**src/rtl/sdiv_pkg.sv**
```systemverilog
// Shared types for the sequential divider.
// Assumes: one FSM encoding shared by the top module and nothing else.
package sdiv_pkg;
    // Sequencer phases of one division
    typedef enum logic [1:0] {
        PH_IDLE  = 2'd0,
        PH_SETUP = 2'd1,
        PH_ITER  = 2'd2,
        PH_FIX   = 2'd3
    } sdiv_phase_e;

    // Mode bit positions
    localparam int MB_SIGNED = 0;
    localparam int MB_HALF   = 1;
endpackage

```
**src/rtl/sdiv_prep.sv**
```systemverilog
// Operand preparation: applies the halfword variants, detects the
// overflow cases (zero divisor, signed min over -1), substitutes divisor 1
// for them and converts both operands to magnitudes with result signs.
// Assumes: W is even; purely combinational.
module sdiv_prep #(
    parameter int W = 32
) (
    input  logic [1:0]   mode,
    input  logic [W-1:0] a_in,
    input  logic [W-1:0] b_in,
    output logic [W-1:0] dvd_mag,
    output logic [W-1:0] dsr_mag,
    output logic         neg_q,
    output logic         neg_r,
    output logic         ovf
);
    import sdiv_pkg::*;
    localparam int H = W / 2;
    localparam logic [W-1:0] MIN_NEG = {1'b1, {(W-1){1'b0}}};
    localparam logic [W-1:0] ONE     = {{(W-1){1'b0}}, 1'b1};

    logic          sgn, half;
    logic [W-1:0]  a_eff, b_eff, b_use;
    logic          neg_a, neg_b;

    // Select effective operands, overflow substitution and magnitudes
    always_comb begin
        sgn   = mode[MB_SIGNED];
        half  = mode[MB_HALF];
        a_eff = (sgn && half) ? {{H{a_in[H-1]}}, a_in[H-1:0]} : a_in;
        b_eff = (!sgn && half) ? {{H{1'b0}}, b_in[H-1:0]} : b_in;
        ovf   = (b_eff == '0) ||
                (sgn && (b_eff == '1) && (a_eff == MIN_NEG));
        b_use = ovf ? ONE : b_eff;
        neg_a = sgn && a_eff[W-1];
        neg_b = sgn && b_use[W-1];
        dvd_mag = neg_a ? (~a_eff + ONE) : a_eff;
        dsr_mag = neg_b ? (~b_use + ONE) : b_use;
        neg_q = neg_a ^ neg_b;
        neg_r = neg_a;
    end
endmodule

```
**src/rtl/sdiv_step.sv**
```systemverilog
// One restoring-division step: shifts the next dividend bit into the
// partial remainder and retires one quotient bit.
// Assumes: rem < dsr on entry, so the result remainder fits in W bits.
module sdiv_step #(
    parameter int W = 32
) (
    input  logic [W-1:0] rem,
    input  logic [W-1:0] quo,
    input  logic [W-1:0] dsr,
    output logic [W-1:0] rem_n,
    output logic [W-1:0] quo_n
);
    logic [W:0] shifted;
    logic [W:0] trial;

    // Trial subtract and restore on borrow
    always_comb begin
        shifted = {rem, quo[W-1]};
        trial   = shifted - {1'b0, dsr};
        if (trial[W]) begin
            rem_n = shifted[W-1:0];
            quo_n = {quo[W-2:0], 1'b0};
        end else begin
            rem_n = trial[W-1:0];
            quo_n = {quo[W-2:0], 1'b1};
        end
    end
endmodule

```
**src/rtl/sdiv_fix.sv**
```systemverilog
// Result fixup: re-applies signs to the magnitudes and derives flags.
// Assumes: magnitudes come from a completed restoring loop; combinational.
module sdiv_fix #(
    parameter int W = 32
) (
    input  logic [W-1:0] quo_mag,
    input  logic [W-1:0] rem_mag,
    input  logic         neg_q,
    input  logic         neg_r,
    input  logic         ovf_in,
    output logic [W-1:0] quo_out,
    output logic [W-1:0] rem_out,
    output logic         zero,
    output logic         sign,
    output logic         ovf
);
    // Negate where required and compute status flags
    always_comb begin
        quo_out = neg_q ? (~quo_mag + 1'b1) : quo_mag;
        rem_out = neg_r ? (~rem_mag + 1'b1) : rem_mag;
        zero    = (quo_out == '0);
        sign    = quo_out[W-1];
        ovf     = ovf_in;
    end
endmodule

```
**src/rtl/sdiv_unit.sv**
```systemverilog
// Sequential integer divider, top level. One setup cycle, W restoring
// iterations and one fixup cycle; busy covers all of them, done pulses
// once afterwards and the result registers hold until the next done.
// Assumes: start is only honoured while idle; carry is never produced.
module sdiv_unit #(
    parameter int W = 32
) (
    input  logic         clk,
    input  logic         rst_n,
    input  logic         start,
    input  logic [1:0]   mode,
    input  logic [W-1:0] dividend,
    input  logic [W-1:0] divisor,
    output logic         busy,
    output logic         done,
    output logic [W-1:0] quotient,
    output logic [W-1:0] remainder,
    output logic         flag_zero,
    output logic         flag_sign,
    output logic         flag_ovf
);
    import sdiv_pkg::*;
    localparam int CW = (W > 1) ? $clog2(W) : 1;
    localparam logic [CW-1:0] LAST = CW'(W - 1);

    sdiv_phase_e  phase;
    logic [1:0]   mode_r;
    logic [W-1:0] a_r, b_r;
    logic [W-1:0] rem_r, quo_r, dsr_r;
    logic         negq_r, negr_r, ovf_r;
    logic [CW-1:0] cnt_r;
    logic         done_r;
    logic [W-1:0] q_o, r_o;
    logic         z_o, s_o, v_o;

    logic [W-1:0] p_dvd, p_dsr;
    logic         p_negq, p_negr, p_ovf;
    logic [W-1:0] s_rem, s_quo;
    logic [W-1:0] f_quo, f_rem;
    logic         f_zero, f_sign, f_ovf;

    sdiv_prep #(.W(W)) u_prep (
        .mode    (mode_r),
        .a_in    (a_r),
        .b_in    (b_r),
        .dvd_mag (p_dvd),
        .dsr_mag (p_dsr),
        .neg_q   (p_negq),
        .neg_r   (p_negr),
        .ovf     (p_ovf)
    );

    sdiv_step #(.W(W)) u_step (
        .rem   (rem_r),
        .quo   (quo_r),
        .dsr   (dsr_r),
        .rem_n (s_rem),
        .quo_n (s_quo)
    );

    sdiv_fix #(.W(W)) u_fix (
        .quo_mag (quo_r),
        .rem_mag (rem_r),
        .neg_q   (negq_r),
        .neg_r   (negr_r),
        .ovf_in  (ovf_r),
        .quo_out (f_quo),
        .rem_out (f_rem),
        .zero    (f_zero),
        .sign    (f_sign),
        .ovf     (f_ovf)
    );

    // Sequencer and datapath registers
    always_ff @(posedge clk) begin
        if (!rst_n) begin
            phase  <= PH_IDLE;
            mode_r <= '0;
            a_r    <= '0;
            b_r    <= '0;
            rem_r  <= '0;
            quo_r  <= '0;
            dsr_r  <= '0;
            negq_r <= 1'b0;
            negr_r <= 1'b0;
            ovf_r  <= 1'b0;
            cnt_r  <= '0;
            done_r <= 1'b0;
        end else begin
            done_r <= 1'b0;
            case (phase)
                PH_IDLE: begin
                    if (start) begin
                        mode_r <= mode;
                        a_r    <= dividend;
                        b_r    <= divisor;
                        phase  <= PH_SETUP;
                    end
                end
                PH_SETUP: begin
                    quo_r  <= p_dvd;
                    rem_r  <= '0;
                    dsr_r  <= p_dsr;
                    negq_r <= p_negq;
                    negr_r <= p_negr;
                    ovf_r  <= p_ovf;
                    cnt_r  <= '0;
                    phase  <= PH_ITER;
                end
                PH_ITER: begin
                    rem_r <= s_rem;
                    quo_r <= s_quo;
                    cnt_r <= cnt_r + 1'b1;
                    if (cnt_r == LAST) begin
                        phase <= PH_FIX;
                    end
                end
                default: begin
                    done_r <= 1'b1;
                    phase  <= PH_IDLE;
                end
            endcase
        end
    end

    // Result registers, loaded only on the fixup cycle
    always_ff @(posedge clk) begin
        if (!rst_n) begin
            q_o <= '0;
            r_o <= '0;
            z_o <= 1'b0;
            s_o <= 1'b0;
            v_o <= 1'b0;
        end else if (phase == PH_FIX) begin
            q_o <= f_quo;
            r_o <= f_rem;
            z_o <= f_zero;
            s_o <= f_sign;
            v_o <= f_ovf;
        end
    end

    assign busy      = (phase != PH_IDLE);
    assign done      = done_r;
    assign quotient  = q_o;
    assign remainder = r_o;
    assign flag_zero = z_o;
    assign flag_sign = s_o;
    assign flag_ovf  = v_o;
endmodule

```
**config.mk**
```make
export PLATFORM = sky130hd
export DESIGN_NAME = sdiv_unit
export DESIGN_NICKNAME = d
export VERILOG_FILES = /design/src/rtl/sdiv_pkg.sv /design/src/rtl/sdiv_prep.sv /design/src/rtl/sdiv_step.sv /design/src/rtl/sdiv_fix.sv /design/src/rtl/sdiv_unit.sv
export SDC_FILE = /design/constraint.sdc
export NUM_CORES = 1
export LEC_CHECK = 0
export BUFFER_PORTS_ARGS = -buffer_cell sky130_fd_sc_hd__buf_2
export CELL_PAD_IN_SITES_DETAIL_PLACEMENT = 0
export CELL_PAD_IN_SITES_GLOBAL_PLACEMENT = 2
export CORE_UTILIZATION = 32
export CTS_CLUSTER_DIAMETER = 120
export DETAILED_ROUTE_END_ITERATION = 12
export PLACE_DENSITY_LB_ADDON = 0.1
export SETUP_SLACK_MARGIN = 0.02
export SLEW_MARGIN = 10
export SYNTH_ARGS = -nofsm -noshare
export SYNTH_HDL_FRONTEND = slang
export SYNTH_SLANG_ARGS = --single-unit
```
**constraint.sdc**
```tcl
create_clock -name clk -period 4 [get_ports clk]
set_input_delay 0.4 -clock clk [delete_from_list [all_inputs] [get_ports clk]]
set_output_delay 0.4 -clock clk [all_outputs]
set_load 0.02 [all_outputs]
```
==> run_results.csv <==
group,metric,value,unit
run_status,status,"complete, no violations",
synth,synth_seq_cells,239,
clocking,tritoncts,"done",
synth,ys_seq_area_frac,0.347,
cells_and_area,final_area,16100,µm²
synth,synth-edff-count,0,
cells_and_area,diodes,0,
setup_path,path_max_fanout,7,
setup_path,crit_path_start_kind,"register",
timing,finClkSkew,10.3,ps
setup_path,cp-end-kind,"register",
cells_and_area,fin_cells,2466,
drt,dr.first_iter.drc_count,889,
die,core_area,42200,µm²
synth,post-synth-top-count-cell,"nand2_1",
grt,antenna_found_initial,0,
placed_design,place.port_buffers,137,
timing,finalHoldViolations,0,
drt,drc_errors,0,
clocking,cts_max_level,1,
die,pin_count,138,
die,die_h,210,µm
synth,yosys_warnings,0,
pwr,p_per_area,674,nW/µm²
clocking,path_clk_slew,60,ps
grt,grt_max_degree,84,
drt,routedWlPerCell,17.5,µm
clocking,numClockSinks,239,
placed_design,placed_area,15100,µm²
setup_path,cp_cell_sequence,"or4_1 > or3_1 > nand4b_1 > a21oi_1 > nor2_1 > nand2_1 > ha_1 > nand3b_1 > nor3_1 > nand2_1 > or2_2 > a21oi_1 > or3b_2 > o22ai_1 > a32o_1",
setup_path,crit_type,"register to register",
timing,fin_crit_sh,0.918,
cells_and_area,area_growth_syn_to_layout,16.7,%
clocking,numCtsBuffers,29,
clocking,insertion_delay,570,ps
setup_path,slowest_stage,"or4_1",
clocking,ctsHoldBuffers,0,
drt,firstDrtPassIters,7,
timing,fin_tns_setup,0,ps
grt,grt_use_total,0.191,
synth,syn_avg_cell_area,7.62,µm²
synth,async_flop_share,0,
die,initial_utilization,0.326,
timing,min_period,3670,ps
grt,grt_pass1_wl,67.4,mm
pwr,max-vdd-ir-drop,525,µV
timing,drv_slew,0,
setup_path,cp_slowest_stage_delay,580,ps
synth,synth_top_area_share,0.347,
placed_design,dp_hpwl,32.0,mm
synth,yosysUniqueCellTypes,70,
die,rows,75,
timing,worst_pin_slew,1120,ps
placed_design,dpl.cell_count,2415,
drt,vias_per_cell,5.16,
cells_and_area,nNetsFinal,2020,
timing,holdWs,72.7,ps
timing,rsz0062_at_grt,"no",
die,fp.dieArea,43900,µm²
synth,synth_top_area_cell,"dfxtp_1",
synth,synth.area.top_cells,"dfxtp_1 (35%), nand2_1 (7.3%), a21oi_1 (6.0%)",
clocking,cts_buffer_depth,3,
setup_path,crit_arrival,4130,ps
synth,synth_area,13800,µm²
grt,grt_pass1_vias,11700,
timing,setup_viol,0,
cells_and_area,drive_gt1_frac,0.140,
run,maxCapViolCount,0,
timing,clock.fmax,0.272,GHz
synth,synthCells,1809,
synth,synth_fp_nets,1922,
hold_path,hold_class,"input pin to register",
drt,finalWirelength,43.2,mm
drt,num_vias,12700,
synth,synth-main-ff-cell,"dfxtp_1",
pwr,power_leakage,6.27,nW
synth,yosys-top-cells-count,"nand2_1 (267), dfxtp_1 (239), nor2_1 (188), a21oi_1 (165), o21ai_0 (126)",
placed_design,place.gp.congestion,0.857,
clocking,clockRootBuffer,"clkbuf_16",
setup_path,crit_required,4460,ps
die,fp.dieW,210,µm
drt,ant_nets,0,
timing,worst_slew_margin_rel,0.254,
grt,overflow,0,
[power breakdown]
group	leakage, nW	internal (mW)	switching, mW
clock network	0.477	1.61	1.05
registers	1.94	2.80	0.468
logic	3.85	1.84	3.06
total	6.27	6.25	4.58
[sequential cells by signal, indices dropped and copies added, names as in the netlist, 5 cells and up]
| name | cells |
|---|---|
| cnt_r | 5 |
| rem_r | 32 |
| b_r | 32 |
| quo_r | 32 |
| remainder | 32 |
| a_r | 32 |
| dsr_r | 32 |
| quotient | 32 |
[routing by layer]
layer | GRT usage | part of all wire
met5 | 0 | 0
met3 | 0.0218 | 0.044
met1 | 0.307 | 0.56
met2 | 0.263 | 0.38
met4 | 0.0471 | 0.018
[through the flow]
stage	power (mW)	setup WS (ps)	util
floorplan	6.78	330	-
global placement	8.23	423	0.358
detailed placement	8.23	360	0.358
CTS	10.9	326	0.381
global route	11.6	26.5	0.381
finish	10.8	330	0.381
[layout by cell type, fill, tap and decap left out, types with 5 or more instances in the layout]
cell type  instances
nand2_1          266
dfxtp_1          239
nor2_1           186
a21oi_1          165
buf_2            137
o21ai_0          126
xor2_1            89
a211oi_1          81
inv_1             54
buf_4             51
xnor2_1           49
ha_1              39
nor3_1            37
nand3_1           35
mux2i_1           31
clkbuf_16         29
nand4_1           21
o31ai_1           21
nand2b_1          16
or3_1             14
a21o_1            14
o41ai_1           14
nor4_1            13
a31oi_1           13
a32oi_1           13
nor2b_1           12
or4_1             11
o211ai_1          11
or2_2              8
o21a_1             8
o21bai_1           7
clkinv_2           7
and2_1             6
and3_1             6
nor3b_1            6
clkbuf_1           5
clkbuf_8           5
[path summary, 6_finish.rpt]
check,start,end,slack [ps],cells after the start
max reg2reg,b_r[24]$_SDFFE_PN0P_,dsr_r[28]$_SDFFE_PN0P_,330,15
min,divisor[18],b_r[18]$_SDFFE_PN0P_,70,3
max,b_r[24]$_SDFFE_PN0P_,dsr_r[28]$_SDFFE_PN0P_,330,15
min reg2reg,dsr_r[9]$_SDFFE_PN0P_,dsr_r[9]$_SDFFE_PN0P_,460,2
[repair_timing]
| action | CTS | global route |
|---|---|---|
| setup endpoints to repair | 0 | 1 |
| buffers inserted | 0 | 0 |
| gates resized for setup | 0 | 1 |
[worst max-delay path, delay by kind of cell (launching register included)]
kind | cells | cell delay (ps)
DFF | 1 | 360
and+or+nand+nor | 10 | 2370
adders and majority gates | 1 | 160
AOI/OAI and AO/OA | 4 | 680
[cell families (layout without fill, tap and decap cells)]
kind of cell    after synthesis  count (layout)  synth area share
compound gates              517             517             0.234
simple gates                660             660             0.216
flops                       239             239             0.347
mux                          34              34            0.0250
xor+xnor                    139             139            0.0883
fa+ha+maj                    44              44            0.0405
buf+inv                     176             294            0.0486
[cell type report]
class | count | area, µm²
timing repair buffer | 188 | 1070
multi-input combinational | 1394 | 8390
sequential | 239 | 4780
clock inverter | 12 | 143
tap | 539 | 674
inverter | 55 | 211
fill | 4564 | 26100
clock buffer | 39 | 813
Note: power is estimated with default switching activity, not from simulation.
